$ cat config.mk
export PLATFORM = sky130hd
export DESIGN_NAME = arq_link_top
export DESIGN_NICKNAME = d
export VERILOG_FILES = /design/src/rtl/arq_pkg.sv /design/src/rtl/arq_channel.sv /design/src/rtl/arq_link_rx.sv /design/src/rtl/arq_replay_tx.sv /design/src/rtl/arq_link_top.sv
export SDC_FILE = /design/constraint.sdc
export NUM_CORES = 1
export LEC_CHECK = 0
export ABC_AREA = 1
export BUFFER_PORTS_ARGS = -buffer_cell sky130_fd_sc_hd__buf_2
export CAP_MARGIN = 5
export CORE_ASPECT_RATIO = 0.5
export CORE_MARGIN = 2
export CORE_UTILIZATION = 49
export DETAILED_ROUTE_END_ITERATION = 7
export GPL_ROUTABILITY_DRIVEN = 1
export PLACE_DENSITY = 0.76
export SLEW_MARGIN = 20
export SYNTH_ARGS = -nofsm -noshare
export SYNTH_HDL_FRONTEND = slang
export SYNTH_SLANG_ARGS = --single-unit
$ cat constraint.sdc
create_clock -name clk -period 10.1 [get_ports clk]
set_input_delay 2.525 -clock clk [delete_from_list [all_inputs] [get_ports clk]]
set_output_delay 2.525 -clock clk [all_outputs]
set_load 0.05 [all_outputs]
$ cat src/rtl/arq_pkg.sv
// Shared definitions for the ACK/NACK link.
// Assumes: one answer per cycle travels from receiver to sender.
package arq_pkg;

    // Kind of answer returned on the reverse path.
    typedef enum logic {
        RSP_ACK  = 1'b0,
        RSP_NACK = 1'b1
    } rsp_kind_e;

endpackage

$ cat src/rtl/arq_channel.sv
// Wire model between the two ends: it passes the flit through, except that
// it can drop it or flip data bit 0 for one cycle.
// Assumes: purely combinational, both faults apply to the current cycle.
module arq_channel #(
    parameter int DATA_W = 20,
    parameter int TAG_W  = 3
) (
    input  logic              tx_valid,
    input  logic [TAG_W-1:0]  tx_tag,
    input  logic [DATA_W-1:0] tx_data,
    input  logic              tx_par,
    input  logic              link_drop,
    input  logic              link_flip,
    output logic              rx_valid,
    output logic [TAG_W-1:0]  rx_tag,
    output logic [DATA_W-1:0] rx_data,
    output logic              rx_par
);

    localparam logic [DATA_W-1:0] FLIP_MASK = DATA_W'(1);

    // Apply the channel faults to the flit on the wire.
    always_comb begin
        rx_valid = tx_valid & ~link_drop;
        rx_tag   = tx_tag;
        rx_data  = link_flip ? (tx_data ^ FLIP_MASK) : tx_data;
        rx_par   = tx_par;
    end

endmodule

$ cat src/rtl/arq_link_rx.sv
// Receiving end: it checks each flit for parity and sequence, and it delivers
// only good flits that arrive in order. Each arrival draws a registered
// ACK or NACK that carries the expected tag.
// Assumes: there is no back-pressure on delivery.
module arq_link_rx
    import arq_pkg::*;
#(
    parameter int DATA_W = 20,
    parameter int TAG_W  = 3
) (
    input  logic              clk,
    input  logic              rst_n,
    input  logic              link_valid,
    input  logic [TAG_W-1:0]  link_tag,
    input  logic [DATA_W-1:0] link_data,
    input  logic              link_par,
    output logic              rsp_valid,
    output rsp_kind_e         rsp_kind,
    output logic [TAG_W-1:0]  rsp_tag,
    output logic              out_valid,
    output logic [DATA_W-1:0] out_data
);

    logic [TAG_W-1:0] exp_tag;
    logic             par_ok;
    logic             in_seq;
    logic             good;

    // Classify the arriving flit.
    always_comb begin
        par_ok = ((^link_data) == link_par);
        in_seq = (link_tag == exp_tag);
        good   = link_valid && par_ok && in_seq;
    end

    // Register the answer, the delivery and the next expected tag.
    always_ff @(posedge clk) begin
        if (!rst_n) begin
            rsp_valid <= 1'b0;
            rsp_kind  <= RSP_ACK;
            rsp_tag   <= '0;
            out_valid <= 1'b0;
            out_data  <= '0;
            exp_tag   <= '0;
        end else begin
            rsp_valid <= link_valid;
            out_valid <= good;
            if (link_valid) begin
                rsp_kind <= good ? RSP_ACK : RSP_NACK;
                rsp_tag  <= exp_tag;
            end
            if (good) begin
                out_data <= link_data;
                exp_tag  <= exp_tag + TAG_W'(1);
            end
        end
    end

    // a delivered flit had matching parity on the wire.
    a_r6_only_clean_delivered: assert property (@(posedge clk) disable iff (!rst_n)
        out_valid |-> ($past(^link_data) == $past(link_par)));

    // the expected tag advances by one per delivery.
    a_r8_tag_advances: assert property (@(posedge clk) disable iff (!rst_n)
        out_valid |-> (exp_tag == $past(exp_tag) + TAG_W'(1)));

    // a dropped or absent flit leaves the expected tag unchanged.
    a_r8_tag_holds: assert property (@(posedge clk) disable iff (!rst_n)
        !out_valid |-> $stable(exp_tag));

endmodule

$ cat src/rtl/arq_replay_tx.sv
// Sending end: a replay store of DEPTH copies with head (oldest unacked),
// send (next to transmit) and tail (next free) pointers. It rewinds to the
// head on a NACK for the head or on a retransmit timeout.
// Assumes: DEPTH is a power of two, and the tag is the low bits of a pointer.
module arq_replay_tx
    import arq_pkg::*;
#(
    parameter int DATA_W     = 20,
    parameter int DEPTH      = 8,
    parameter int TAG_W      = 3,
    parameter int RTO_CYCLES = 16
) (
    input  logic              clk,
    input  logic              rst_n,
    input  logic              in_valid,
    input  logic [DATA_W-1:0] in_data,
    output logic              in_ready,
    output logic              tx_valid,
    output logic [TAG_W-1:0]  tx_tag,
    output logic [DATA_W-1:0] tx_data,
    output logic              tx_par,
    input  logic              rsp_valid,
    input  rsp_kind_e         rsp_kind,
    input  logic [TAG_W-1:0]  rsp_tag
);

    localparam int               PTR_W    = TAG_W + 1;
    localparam int               TMR_W    = $clog2(RTO_CYCLES + 1);
    localparam logic [PTR_W-1:0] FULL_CNT = PTR_W'(DEPTH);
    localparam logic [TMR_W-1:0] TMR_LAST = TMR_W'(RTO_CYCLES - 1);

    logic [PTR_W-1:0]  head_q, send_q, tail_q;
    logic [PTR_W-1:0]  used, inflight, eff_send;
    logic [TMR_W-1:0]  idle_q;
    logic              hold_q;
    logic              wr_go, ack_take, nack_take, timeout_fire, rewind, send_go;
    logic [DATA_W-1:0] slot_rd [DEPTH];
    logic [DATA_W-1:0] pick;

    // One storage slot per copy, written when the tail points at it.
    for (genvar s = 0; s < DEPTH; s++) begin : g_slot
        logic [DATA_W-1:0] data_q;
        // Capture an accepted flit into this slot.
        always_ff @(posedge clk) begin
            if (wr_go && (tail_q[TAG_W-1:0] == TAG_W'(s))) begin
                data_q <= in_data;
            end
        end
        assign slot_rd[s] = data_q;
    end

    // Occupancy, answer decoding, rewind and transmit selection.
    always_comb begin
        used         = tail_q - head_q;
        inflight     = send_q - head_q;
        in_ready     = (used != FULL_CNT);
        wr_go        = in_valid && in_ready;
        ack_take     = rsp_valid && (rsp_kind == RSP_ACK) &&
                       (rsp_tag == head_q[TAG_W-1:0]) && (used != '0);
        nack_take    = rsp_valid && (rsp_kind == RSP_NACK) && !hold_q &&
                       (rsp_tag == head_q[TAG_W-1:0]) && (used != '0);
        timeout_fire = (inflight != '0) && !rsp_valid && (idle_q == TMR_LAST);
        rewind       = nack_take || timeout_fire;
        if (rewind) begin
            eff_send = head_q;
        end else if (ack_take && (send_q == head_q)) begin
            eff_send = head_q + PTR_W'(1);
        end else begin
            eff_send = send_q;
        end
        send_go = !rewind && (eff_send != tail_q);
        pick    = slot_rd[eff_send[TAG_W-1:0]];
    end

    // Advance the three pointers and the one-cycle NACK ignore flag.
    always_ff @(posedge clk) begin
        if (!rst_n) begin
            head_q <= '0;
            send_q <= '0;
            tail_q <= '0;
            hold_q <= 1'b0;
        end else begin
            head_q <= ack_take ? head_q + PTR_W'(1) : head_q;
            tail_q <= wr_go ? tail_q + PTR_W'(1) : tail_q;
            send_q <= send_go ? eff_send + PTR_W'(1) : eff_send;
            hold_q <= rewind;
        end
    end

    // Count silent cycles while sent copies wait for an answer.
    always_ff @(posedge clk) begin
        if (!rst_n) begin
            idle_q <= '0;
        end else if (rsp_valid || (inflight == '0) || rewind) begin
            idle_q <= '0;
        end else begin
            idle_q <= idle_q + TMR_W'(1);
        end
    end

    // Drive the outgoing flit register with its tag and even parity.
    always_ff @(posedge clk) begin
        if (!rst_n) begin
            tx_valid <= 1'b0;
            tx_tag   <= '0;
            tx_data  <= '0;
            tx_par   <= 1'b0;
        end else begin
            tx_valid <= send_go;
            if (send_go) begin
                tx_tag  <= eff_send[TAG_W-1:0];
                tx_data <= pick;
                tx_par  <= ^pick;
            end
        end
    end

    // the store never holds more than DEPTH copies.
    a_r3_used_within_depth: assert property (@(posedge clk) disable iff (!rst_n)
        used <= FULL_CNT);

    // an ACK always names the oldest held copy.
    a_r5_ack_names_head: assert property (@(posedge clk) disable iff (!rst_n)
        (rsp_valid && (rsp_kind == RSP_ACK)) |-> ((rsp_tag == head_q[TAG_W-1:0]) && (used != '0)));

    // unsent copies go out on the next edge when no answer intervenes.
    a_r2_send_without_credit: assert property (@(posedge clk) disable iff (!rst_n)
        ((send_q != tail_q) && !rsp_valid && !timeout_fire) |=> tx_valid);

endmodule

$ cat src/rtl/arq_link_top.sv
// One ACK/NACK protected link: the sending end, the fault-injecting wire
// and the receiving end, with the answer path fed back to the sender.
// Assumes: DEPTH is a power of two, so each tag names one replay slot.
module arq_link_top
    import arq_pkg::*;
#(
    parameter int DATA_W     = 20,
    parameter int DEPTH      = 8,
    parameter int RTO_CYCLES = 16
) (
    input  logic              clk,
    input  logic              rst_n,
    input  logic              in_valid,
    input  logic [DATA_W-1:0] in_data,
    output logic              in_ready,
    input  logic              link_drop,
    input  logic              link_flip,
    output logic              out_valid,
    output logic [DATA_W-1:0] out_data
);

    localparam int TAG_W = $clog2(DEPTH);

    logic              tx_valid, rx_valid, tx_par, rx_par, rsp_valid;
    logic [TAG_W-1:0]  tx_tag, rx_tag, rsp_tag;
    logic [DATA_W-1:0] tx_data, rx_data;
    rsp_kind_e         rsp_kind;

    arq_replay_tx #(
        .DATA_W(DATA_W), .DEPTH(DEPTH), .TAG_W(TAG_W), .RTO_CYCLES(RTO_CYCLES)
    ) u_tx (
        .clk(clk), .rst_n(rst_n),
        .in_valid(in_valid), .in_data(in_data), .in_ready(in_ready),
        .tx_valid(tx_valid), .tx_tag(tx_tag), .tx_data(tx_data), .tx_par(tx_par),
        .rsp_valid(rsp_valid), .rsp_kind(rsp_kind), .rsp_tag(rsp_tag)
    );

    arq_channel #(.DATA_W(DATA_W), .TAG_W(TAG_W)) u_wire (
        .tx_valid(tx_valid), .tx_tag(tx_tag), .tx_data(tx_data), .tx_par(tx_par),
        .link_drop(link_drop), .link_flip(link_flip),
        .rx_valid(rx_valid), .rx_tag(rx_tag), .rx_data(rx_data), .rx_par(rx_par)
    );

    arq_link_rx #(.DATA_W(DATA_W), .TAG_W(TAG_W)) u_rx (
        .clk(clk), .rst_n(rst_n),
        .link_valid(rx_valid), .link_tag(rx_tag), .link_data(rx_data), .link_par(rx_par),
        .rsp_valid(rsp_valid), .rsp_kind(rsp_kind), .rsp_tag(rsp_tag),
        .out_valid(out_valid), .out_data(out_data)
    );

endmodule

==> results.toml <==
[finish]
final_nets = 1238
fin_area_mm2 = 0.0119
multi_input_area_mm2 = 0.00393
final_common_cell = "nand2_1"
antennaDiodeCount = 0
final_cell_mix = "nand2_1 (425), edfxtp_1 (160), nand3_1 (120)"
register_area_mm2 = 0.00625
nFillCells = 1807
area_growth_pct = 9.71
drive_gt1_frac = 0.119

[die]
die_h_um = 109
dieArea_mm2 = 0.0233
core_region_area_mm2 = 0.0216
row_count = 38
die_x_um = 214
io_pins = 47
initial_core_util = 0.499

[setup_path]
cp-end-kind = "flop"
cp_max_fo = 25
worstPathArrival_ps = 5310
path_common_cell = "o21ai_0"
required_ps = 10490
critPathKind = "primary input to flop"
startpoint_type = "primary input"
max_stage_delay_ps = 780
crit_chain = "buf_2 -> nor2_1 -> o21ai_0 -> a2111oi_0 -> nand3_1 -> inv_1 -> nand2_1 -> o21ai_0 -> a21oi_1"
cp_top_family = "simple AND/OR/NAND/NOR gates"
critPathBufInv = 2
cpMaxStageDelayCell = "inv_1"

[clocking]
htree_levels = 1
postCtsSetupBuffers = 0
cts_root_buf = "clkbuf_16"
numCtsBuffers = 22
hold_buffers = 0
path_clk_slew_ps = 60
cts.sinks = 232
cts_buffer_depth = 3
cts_tree = "done"
clk_latency_ps = 500
cts_resized = 0

[placement]
place_area_mm2 = 0.0112
port_buffers = 46
gp_congestion = 0.853
dp_hpwl_mm = 15.0

[global_routing]
grt-busiest-layer = "met2"
grt_pass1_vias = 7834
grt_max_degree = 74
grt_util_met3 = 0.0307
gr-total-overflow = 0
grt_pass1_wl_mm = 39.1
gr-usage-met2 = 0.380
antenna_found_initial = 0
met1_usage = 0.272
grtUsageTotal = 0.211

[pwr]
ir_worst_vdd_v = 0.000192
power_density_mw_per_mm2 = 323
power_leakage_uw = 0.00495

[status]
status = "completed"

[yosys]
synth_warnings = 0
syn-instance-count = 1165
synth_ff_type = "edfxtp_1"
synth_top_family_by_area = "simple AND/OR/NAND/NOR gates"
synth_top_cell_by_area = "edfxtp_1"
synth.ff_latch_count = 232
post_synth_xor_area_fraction = 0.0243
synth_cell_types = 39
synth_compound_area_frac = 0.0593
syn-num-nets = 1207
synth_edf_count = 160
ys_top_cells_by_area = "edfxtp_1 (44%), nand2_1 (15%), dfxtp_1 (13%)"
synth_top_cell_area_share = 0.445
synth.area.mux_share = 0
avgSynthCellArea_um2 = 9.27
async_flop_share = 0
synth_area_mm2 = 0.0108
synth-simple-area-share = 0.256
synth_fa_ha_area_frac = 0.0197
ys_seq_area_frac = 0.578

[drt]
vias = 8104
drt_pass1_iterations = 6
drt_iter0_markers = 823
drc = 0
wire_per_inst_um = 16.2
detail-route-antenna-nets = 0
via_per_inst = 5.36
drt-total-wl_mm = 24.5

[sta]
tightestPinTransition_ps = 852
fmax_mhz = 203
final.setup.tns_ps = 0
rsz0062_at_grt = "no"
fin_crit_ps = 4920
period_share = 0.487
slew_viol_final = 0
hold_viol_final = 0
fin_skew_ps = 8.33
slew-limit-headroom = 0.430
finalSetupViolations = 0

[hold_path]
hold_class = "flop to flop"

[flow_run]
drv_cap = 0
[layer usage]
metal  part of all wire  wire (um)
met5                  0          0
met4              0.019        470
met1               0.42      10300
met2               0.49      12000
met3              0.069       1700
[registers in the layout, summed over array words and instances (netlist names)]
signal,cells
u_tx.g_slot.data_q,160
u_rx.out_data,20
u_tx.tx_data,20
u_tx.idle_q,5
u_tx.head_q,4
u_tx.send_q,4
u_tx.tail_q,4
u_rx.exp_tag,3
u_rx.rsp_tag,3
u_tx.tx_tag,3
u_rx.out_valid,1
u_rx.rsp_kind,1
u_rx.rsp_valid,1
u_tx.hold_q,1
u_tx.tx_par,1
u_tx.tx_valid,1
[report_power, final]
| group | leakage [uW] | internal [uW] | switching, uW |
|---|---|---|---|
| registers | 0.00204 | 1180 | 91.4 |
| clock network | 0.000313 | 416 | 337 |
| logic | 0.00260 | 543 | 1270 |
[worst paths after layout]
check | startpoint | end | slack [ps] | depth (start not counted)
worst max-delay path | link_drop | u_rx.exp_tag[2]$_SDFFE_PN0P_ | 5180 | 9
worst min-delay path | u_tx.idle_q[0]$_SDFF_PP0_ | u_tx.idle_q[0]$_SDFF_PP0_ | 450 | 1
worst max register to register | u_tx.head_q[1]$_SDFFE_PN0P_ | u_tx.tx_par$_SDFFE_PN0P_ | 5200 | 30
worst min register to register | u_tx.idle_q[0]$_SDFF_PP0_ | u_tx.idle_q[0]$_SDFF_PP0_ | 450 | 1
[area by class of cell]
type                    count  area share
clock buffers              29      0.0505
clock inverters            10     0.00401
inverters                  92      0.0291
multi-input cells         791       0.331
flip-flops and latches    232       0.527
well taps                 300      0.0317
repair buffers             57      0.0264
[through the flow]
stage                     setup slack, ps  hold slack [ps]  power [uW]  utilization  std cells
after floorplan                      5470              418        2700            -       1165
after global placement               4710              430        3000        0.518       1472
after detailed placement             4700              446        3070        0.518       1472
after CTS                            5180              457        3830        0.548       1511
after global routing                 4730              477        4110        0.548       1511
final                                5180              453        3830        0.548       1511
[cell usage after synthesis, drive strengths merged (2+ instances only)]
master and count:
edfxtp 160, ha 17, xnor2 18, nand2 440, nand4 6, clkbuf 15
o211ai 6, nor2 28, nor3 5, o21ai 46, xor2 12, nand3 143
or2 3, buf 35, dfxtp 72, inv 91, a21oi 61, a31oi 2
[kinds of logic after synthesis]
logic type,after synthesis
buffers and inverters,142
DFF,232
adders and majority gates,17
and+or+nand+nor,627
xor gates and xnor gates,30
AOI/OAI and AO/OA,117
(Power assumes the default switching activity.)
